<file path="src/rtl/seg_load_pkg.sv">
// Shared types for the segment load address generator.
package seg_load_pkg;
    typedef enum logic [1:0] {
        ST_IDLE = 2'd0,
        ST_RUN  = 2'd1,
        ST_DONE = 2'd2
    } agu_state_e;
endpackage

</file>
<file path="src/rtl/seg_load_pick.sv">
// Lowest-set-bit finder over an N-bit element mask.
// Assumes nothing about the mask; found is 0 when the mask is empty.
module seg_load_pick #(
    parameter int N  = 8,
    parameter int IW = 3
) (
    input  logic [N-1:0]  mask,
    output logic          found,
    output logic [IW-1:0] idx
);
    // Scan from the top so the lowest set bit wins.
    always_comb begin
        found = 1'b0;
        idx   = '0;
        for (int k = N - 1; k >= 0; k--) begin
            if (mask[k]) begin
                found = 1'b1;
                idx   = IW'(k);
            end
        end
    end
endmodule

</file>
<file path="src/rtl/seg_load_addr.sv">
// Combinational address former for one (element, field) pair.
// Assumes the configuration inputs are held stable by the caller; all sums wrap at AW bits.
module seg_load_addr #(
    parameter int AW   = 32,
    parameter int N    = 8,
    parameter int IW   = 3,
    parameter int SEGW = 3
) (
    input  logic [AW-1:0]   base,
    input  logic [AW-1:0]   esize,
    input  logic [AW-1:0]   strv,
    input  logic            unit,
    input  logic            indexed,
    input  logic [N*AW-1:0] offsets,
    input  logic [SEGW-1:0] seglen,
    input  logic [IW-1:0]   elem,
    input  logic [SEGW-1:0] field,
    output logic [AW-1:0]   addr
);
    logic [AW-1:0] stride_eff;
    logic [AW-1:0] seg_cnt;
    logic [AW-1:0] off_elem;
    logic [AW-1:0] off_field;

    // Select the stride, form element and field offsets, then sum.
    always_comb begin
        stride_eff = unit ? esize : strv;
        seg_cnt    = AW'(seglen) + AW'(1);
        if (indexed)
            off_elem = offsets[elem*AW +: AW];
        else
            off_elem = AW'(elem) * seg_cnt * stride_eff;
        off_field  = AW'(field) * stride_eff;
        addr       = base + off_elem + off_field;
    end
endmodule

</file>
<file path="src/rtl/seg_load_seq.sv">
// Element/field sequencer: walks eligible elements in ascending order and the
// fields of each, advancing only on an accepted handshake.
// Assumes accept is only raised while idle.
module seg_load_seq
    import seg_load_pkg::*;
#(
    parameter int N    = 8,
    parameter int IW   = 3,
    parameter int SEGW = 3
) (
    input  logic            clk,
    input  logic            rst_n,
    input  logic            accept,
    input  logic [N-1:0]    elig_in,
    input  logic [SEGW-1:0] seglen_in,
    input  logic            req_ready,
    output logic            req_valid,
    output logic [IW-1:0]   elem,
    output logic [SEGW-1:0] field,
    output logic [SEGW-1:0] seglen_q,
    output logic            busy,
    output logic            done
);
    agu_state_e      state_q;
    logic [N-1:0]    elig_q;
    logic [IW-1:0]   elem_q;
    logic [SEGW-1:0] field_q;
    logic [N-1:0]    lower_incl;
    logic [N-1:0]    above;
    logic            first_found, nxt_found;
    logic [IW-1:0]   first_idx, nxt_idx;
    logic            hs;

    // Mask of eligible elements strictly above the current one.
    always_comb begin
        lower_incl = (N'(2) << elem_q) - N'(1);
        above      = elig_q & ~lower_incl;
    end

    seg_load_pick #(.N(N), .IW(IW)) first_pick_i (
        .mask(elig_in), .found(first_found), .idx(first_idx)
    );

    seg_load_pick #(.N(N), .IW(IW)) next_pick_i (
        .mask(above), .found(nxt_found), .idx(nxt_idx)
    );

    assign hs        = (state_q == ST_RUN) && req_ready;
    assign req_valid = (state_q == ST_RUN);
    assign done      = (state_q == ST_DONE);
    assign busy      = (state_q != ST_IDLE);
    assign elem      = elem_q;
    assign field     = field_q;

    // Main state machine: capture at accept, step field then element on handshake.
    always_ff @(posedge clk) begin
        if (!rst_n) begin
            state_q  <= ST_IDLE;
            elig_q   <= '0;
            elem_q   <= '0;
            field_q  <= '0;
            seglen_q <= '0;
        end else begin
            case (state_q)
                ST_IDLE: begin
                    if (accept) begin
                        elig_q   <= elig_in;
                        seglen_q <= seglen_in;
                        field_q  <= '0;
                        elem_q   <= first_idx;
                        state_q  <= first_found ? ST_RUN : ST_DONE;
                    end
                end
                ST_RUN: begin
                    if (hs) begin
                        if (field_q == seglen_q) begin
                            field_q <= '0;
                            if (nxt_found) elem_q  <= nxt_idx;
                            else           state_q <= ST_DONE;
                        end else begin
                            field_q <= field_q + SEGW'(1);
                        end
                    end
                end
                default: state_q <= ST_IDLE;
            endcase
        end
    end


    hold_stable_chk: assert property (@(posedge clk) disable iff (!rst_n)
        (req_valid && !req_ready) |=> (req_valid && $stable(elem_q) && $stable(field_q)));


    field_range_chk: assert property (@(posedge clk) disable iff (!rst_n)
        req_valid |-> (field_q <= seglen_q));


    elig_elem_chk: assert property (@(posedge clk) disable iff (!rst_n)
        req_valid |-> elig_q[elem_q]);


    done_pulse_chk: assert property (@(posedge clk) disable iff (!rst_n)
        done |=> !done);
endmodule

</file>
<file path="src/rtl/seg_load_agu.sv">
// Top: captures a vector load command at start and streams address/register/element
// requests for unit-stride, constant-stride, indexed and segmented forms with predication.
// Assumes downstream honours valid/ready; memory access is elsewhere.
module seg_load_agu #(
    parameter int AW    = 32,
    parameter int MAXVL = 8,
    parameter int SEGW  = 3,
    parameter int RW    = 5,
    localparam int IW   = (MAXVL > 1) ? $clog2(MAXVL) : 1,
    localparam int VLW  = $clog2(MAXVL + 1)
) (
    input  logic                clk,
    input  logic                rst_n,
    input  logic                start,
    input  logic [AW-1:0]       base_addr,
    input  logic [AW-1:0]       elem_size,
    input  logic [AW-1:0]       stride_val,
    input  logic                unit_stride,
    input  logic                idx_mode,
    input  logic [MAXVL*AW-1:0] idx_offsets,
    input  logic [SEGW-1:0]     seglen,
    input  logic [VLW-1:0]      vl,
    input  logic [RW-1:0]       dest_reg,
    input  logic [MAXVL-1:0]    pred_mask,
    input  logic                pred_en,
    input  logic                pred_inv,
    input  logic                req_ready,
    output logic                req_valid,
    output logic [AW-1:0]       req_addr,
    output logic [RW-1:0]       req_reg,
    output logic [IW-1:0]       req_elem,
    output logic                busy,
    output logic                done
);
    logic                accept;
    logic [MAXVL-1:0]    elig_in;
    logic [AW-1:0]       base_q, esize_q, strv_q;
    logic                unit_q, idx_q;
    logic [MAXVL*AW-1:0] offs_q;
    logic [RW-1:0]       rd_q;
    logic [IW-1:0]       cur_elem;
    logic [SEGW-1:0]     cur_field;
    logic [SEGW-1:0]     seg_q;

    assign accept = start && !busy;

    // Per-element eligibility from VL bound and the (optionally inverted) predicate.
    for (genvar gi = 0; gi < MAXVL; gi++) begin : g_elig
        assign elig_in[gi] = (vl > VLW'(gi)) && (!pred_en || (pred_mask[gi] ^ pred_inv));
    end

    // Capture the address-side configuration when a command is accepted.
    always_ff @(posedge clk) begin
        if (!rst_n) begin
            base_q  <= '0;
            esize_q <= '0;
            strv_q  <= '0;
            unit_q  <= 1'b0;
            idx_q   <= 1'b0;
            offs_q  <= '0;
            rd_q    <= '0;
        end else if (accept) begin
            base_q  <= base_addr;
            esize_q <= elem_size;
            strv_q  <= stride_val;
            unit_q  <= unit_stride;
            idx_q   <= idx_mode;
            offs_q  <= idx_offsets;
            rd_q    <= dest_reg;
        end
    end

    seg_load_seq #(.N(MAXVL), .IW(IW), .SEGW(SEGW)) seq_i (
        .clk(clk), .rst_n(rst_n), .accept(accept), .elig_in(elig_in),
        .seglen_in(seglen), .req_ready(req_ready), .req_valid(req_valid),
        .elem(cur_elem), .field(cur_field), .seglen_q(seg_q),
        .busy(busy), .done(done)
    );

    seg_load_addr #(.AW(AW), .N(MAXVL), .IW(IW), .SEGW(SEGW)) addr_i (
        .base(base_q), .esize(esize_q), .strv(strv_q), .unit(unit_q),
        .indexed(idx_q), .offsets(offs_q), .seglen(seg_q),
        .elem(cur_elem), .field(cur_field), .addr(req_addr)
    );

    assign req_reg  = rd_q + RW'(cur_field);
    assign req_elem = cur_elem;


    addr_hold_chk: assert property (@(posedge clk) disable iff (!rst_n)
        (req_valid && !req_ready) |=> ($stable(req_addr) && $stable(req_reg)));


    done_idle_chk: assert property (@(posedge clk) disable iff (!rst_n)
        done |-> !req_valid);
endmodule

</file>
<file path="config.mk">
export PLATFORM = sky130hd
export DESIGN_NAME = seg_load_agu
export DESIGN_NICKNAME = d
export VERILOG_FILES = /design/src/rtl/seg_load_pkg.sv /design/src/rtl/seg_load_pick.sv /design/src/rtl/seg_load_addr.sv /design/src/rtl/seg_load_seq.sv /design/src/rtl/seg_load_agu.sv
export SDC_FILE = /design/constraint.sdc
export NUM_CORES = 2
export LEC_CHECK = 0
export ABC_AREA = 1
export BUFFER_PORTS_ARGS = -buffer_cell sky130_fd_sc_hd__buf_4
export CAP_MARGIN = 25
export CORE_UTILIZATION = 35
export CTS_BUF_LIST = sky130_fd_sc_hd__clkbuf_8
export CTS_CLUSTER_SIZE = 28
export DETAILED_ROUTE_END_ITERATION = 12
export SYNTH_ARGS = -nofsm -noshare
export SYNTH_HDL_FRONTEND = slang
export SYNTH_SLANG_ARGS = --single-unit
</file>
<file path="constraint.sdc">
create_clock -name clk -period 18.4 [get_ports clk]
set_input_delay 3.68 -clock clk [delete_from_list [all_inputs] [get_ports clk]]
set_output_delay 3.68 -clock clk [all_outputs]
set_load 0.02 [all_outputs]
</file>
==> summary.md <==
| Metric | Value |
|---|---|
| Setup_tns | `0 ns` |
| Maximum buffer depth of the clock tree | `3` |
| Root Driver | `clkbuf_8` |
| Final setup vio count | `0` |
| Post-synth top area share | `0.268` |
| First-pass GRT wire length | `roughly 160 mm` |
| Starting Density | `0.355` |
| CP startpoint kind | `flip-flop` |
| Clock Skews | `0.0440 ns` |
| Net count of the finished layout | `4,985` |
| Worst hold stages | `2` |
| Post-synth ARST share | `0` |
| Area contributors post-synth | `dfxtp_1 27%, fa_1 16%, ha_1 11%` |
| WL/cell | `between 20 and 25 um` |
| Worst Path Required | `14.72 ns` |
| I/O Pins | `423` |
| Cell Pwr Density | `139 nW/um^2` |
| H-Tree Level Count | `3` |
| DRC | `0` |
| RePlAce Congestion | `0.934` |
| Worst-path clk slew | `0.06 ns` |
| Synth cell types | `53` |
| Port bufs | `422` |
| Pin count of the biggest net entering global routing | `214` |
| Vias | `26,751` |
| Yosys Warn Count | `0` |
| Die area | `81,600 um^2` |
| Post-synthesis instance area | `28,200 um^2` |
| Seq/Total Area, Yosys | `0.268` |
| Worst hold margin | `0.448 ns` |
| Register-to-Register Path Depth | `9` |
| Post-synth top flop | `dfxtp_1` |
| Crit. End Element | `output port` |
| Total CTS buffers | `71` |
| Outcome | `finished, final reports clean` |
| CORE AREA | `79,400 um^2` |
| Antenna-violating nets left | `0` |
| Initial antenna violation count | `15` |
| Die width | `286 um` |
| Vias per inst | `5.09` |
| Post-Synthesis Cells | `3,808` |
| Max Slew Vio Count | `0` |
| # rows | `103` |
| Mapped Nets | `4,646` |
| EDFF count, synth | `0` |
| RSZ-0062 raised after global routing | `no` |
| Crit share post-route | `0.865` |
| DR pass1 iterations | `8` |
| Actual slew at the worst max-slew pin | `1.07 ns` |
| Share of cells above drive strength 1 | `0.148` |
| Hold_buf cts | `0` |
| Synth area leader | `dfxtp_1` |
| Post-CTS Setup Inserts | `0` |
| Post-synth top cells | `761 x nor2_1, 498 x nand2_1, 488 x inv_1` |
| Highest clock rate | `0.0628 GHz` |
| CP peak stage delay | `1.14 ns` |
| Sinks on Clock Net | `377` |
| Peak VDD IR | `0.102 mV` |
| Most common cell in the synthesized netlist | `nor2_1` |
| # resized after CTS | `0` |
| Fin crit period | `roughly 16 ns` |
| Crit-path max FO | `20` |
| WS Path Type | `reg2out` |
| Leakage | `16.8 nW` |
| Insertion delay to the later sink of the worst-skew pair | `roughly 0.7 ns` |
| Routed WL | `roughly 110 mm` |
| Synthesis-to-finish area growth | `19.5%` |
| Die height | `~290 um` |
| Mean Syn Cell Area | `about 7.4 um^2` |
| Rel. slew slack | `0.279` |
| Number of global-route vias before repair | `26,004` |
| DR iter-0 viols | `2,212` |
| Worst min path class | `reg2reg` |
| Max-cap violations | `0` |
| Register bit total from synthesis | `approximately 380` |
| GRT overflow | `0` |
| GRT Overall Usage | `0.254` |
| CP max-delay cell | `fa_1` |
| Critical path arrival | `about 12 ns` |
| DP HPWL | `81.8 mm` |
| CTS tree | `yes` |
| Hold Vio Cnt, Final | `0` |
## metrics by stage
stage          power (mW)  cell area [um^2]   util  worst slack (ns)  instances
2_1_floorplan        2.79             28200      -              4.67       3808
3_3_place_gp         3.84             32200  0.405              3.48       5120
3_5_place_dp         3.85             32200  0.406              3.36       5123
4_1_cts              4.70             33600  0.424              2.59       5243
5_1_grt              5.01             33700  0.424              1.81       5249
6_report             4.68             33700  0.424              2.49       5252
## logic make-up (layout without fill, tap and decap cells)
logic type      after synthesis  in the layout  share of synthesized area
fa+ha+maj                   458            458                      0.262
compound gates              811            811                      0.159
buf+inv                     695           1081                     0.0944
xor+xnor                     55             55                     0.0174
other cells                   0              8                          0
flops                       377            377                      0.268
simple gates               1412           1412                      0.199
## layout by cell type, fill, tap and decap left out, types with 7 or more instances in the layout
master and count:
nand2_2 9, inv_1 508, clkbuf_8 86, inv_2 8
fa_1 220, xnor2_1 26, nand3_1 69, buf_4 451
a221oi_1 22, nand2_1 498, diode_2 8, ha_1 238
o21ai_2 7, o22ai_1 41, dfxtp_1 376, a21oi_1 174
a41oi_1 8, a31oi_1 12, nor3_1 21, nor2_1 760
o31ai_1 10, o21ai_1 18, a22oi_1 35, or2_2 14
nand4_1 16, o21ai_0 449, xor2_1 28
## layer usage
layer	global-route usage	share of wire	up-vias
met5	0	0.00088	-
met4	0.0880	0.031	14
met3	0.0548	0.076	165
met2	0.427	0.48	898
met1	0.319	0.41	12776
li1	-	-	12898
## registers in the layout, indices dropped and copies added (netlist names)
signal          count
esize_q            32
seq_i.elem          3
seq_i.elig_q        7
seq_i.seglen_q      3
base_q             32
seq_i.state_q       2
strv_q             32
idx_q               1
seq_i.field         3
unit_q              1
rd_q                5
offs_q            256
## path summary, 6_finish.rpt
check / from / end / slack [ns]
worst max-delay path: seq_i.seglen_q[0]$_SDFFE_PN0P_ / req_addr[31] / 2.49
worst min-delay path: strv_q[18]$_SDFFE_PN0P_ / strv_q[18]$_SDFFE_PN0P_ / 0.45
worst max register to register: seq_i.state_q[1]$_SDFFE_PN0P_ / offs_q[159]$_SDFFE_PN0P_ / 14.79
worst min register to register: strv_q[18]$_SDFFE_PN0P_ / strv_q[18]$_SDFFE_PN0P_ / 0.45
## power breakdown
part | switching, mW | leakage (nW) | total, mW | internal [mW]
Sequential | 0.107 | 3.12 | 1.12 | 1.01
Clock | 0.393 | 0.793 | 0.833 | 0.440
Combinational | 1.83 | 12.9 | 2.72 | 0.899
Total | 2.33 | 16.8 | 4.68 | 2.35
## critical path: cells and delay by family (launching register included)
kind | cells | cell delay [ns]
adder cells (fa/ha/maj) | 15 | 6.57
AND/OR/NAND/NOR | 12 | 1.24
AO/OA/AOI/OAI | 10 | 1.93
flip-flops | 1 | 0.39
XOR/XNOR | 1 | 0.23
buffers and inverters | 9 | 1.17
## final cells by class
type / count / area [um^2]
antenna: 8 / 20.0
clock buffer: 86 / 1180
clock inverter: 34 / 220
fill: 8413 / 45700
inverter: 503 / 1900
multi-input combinational: 2736 / 18000
sequential: 377 / 7550
tap: 1050 / 1310
timing repair buffer: 458 / 3500
Power figures use the tool's default switching activity.
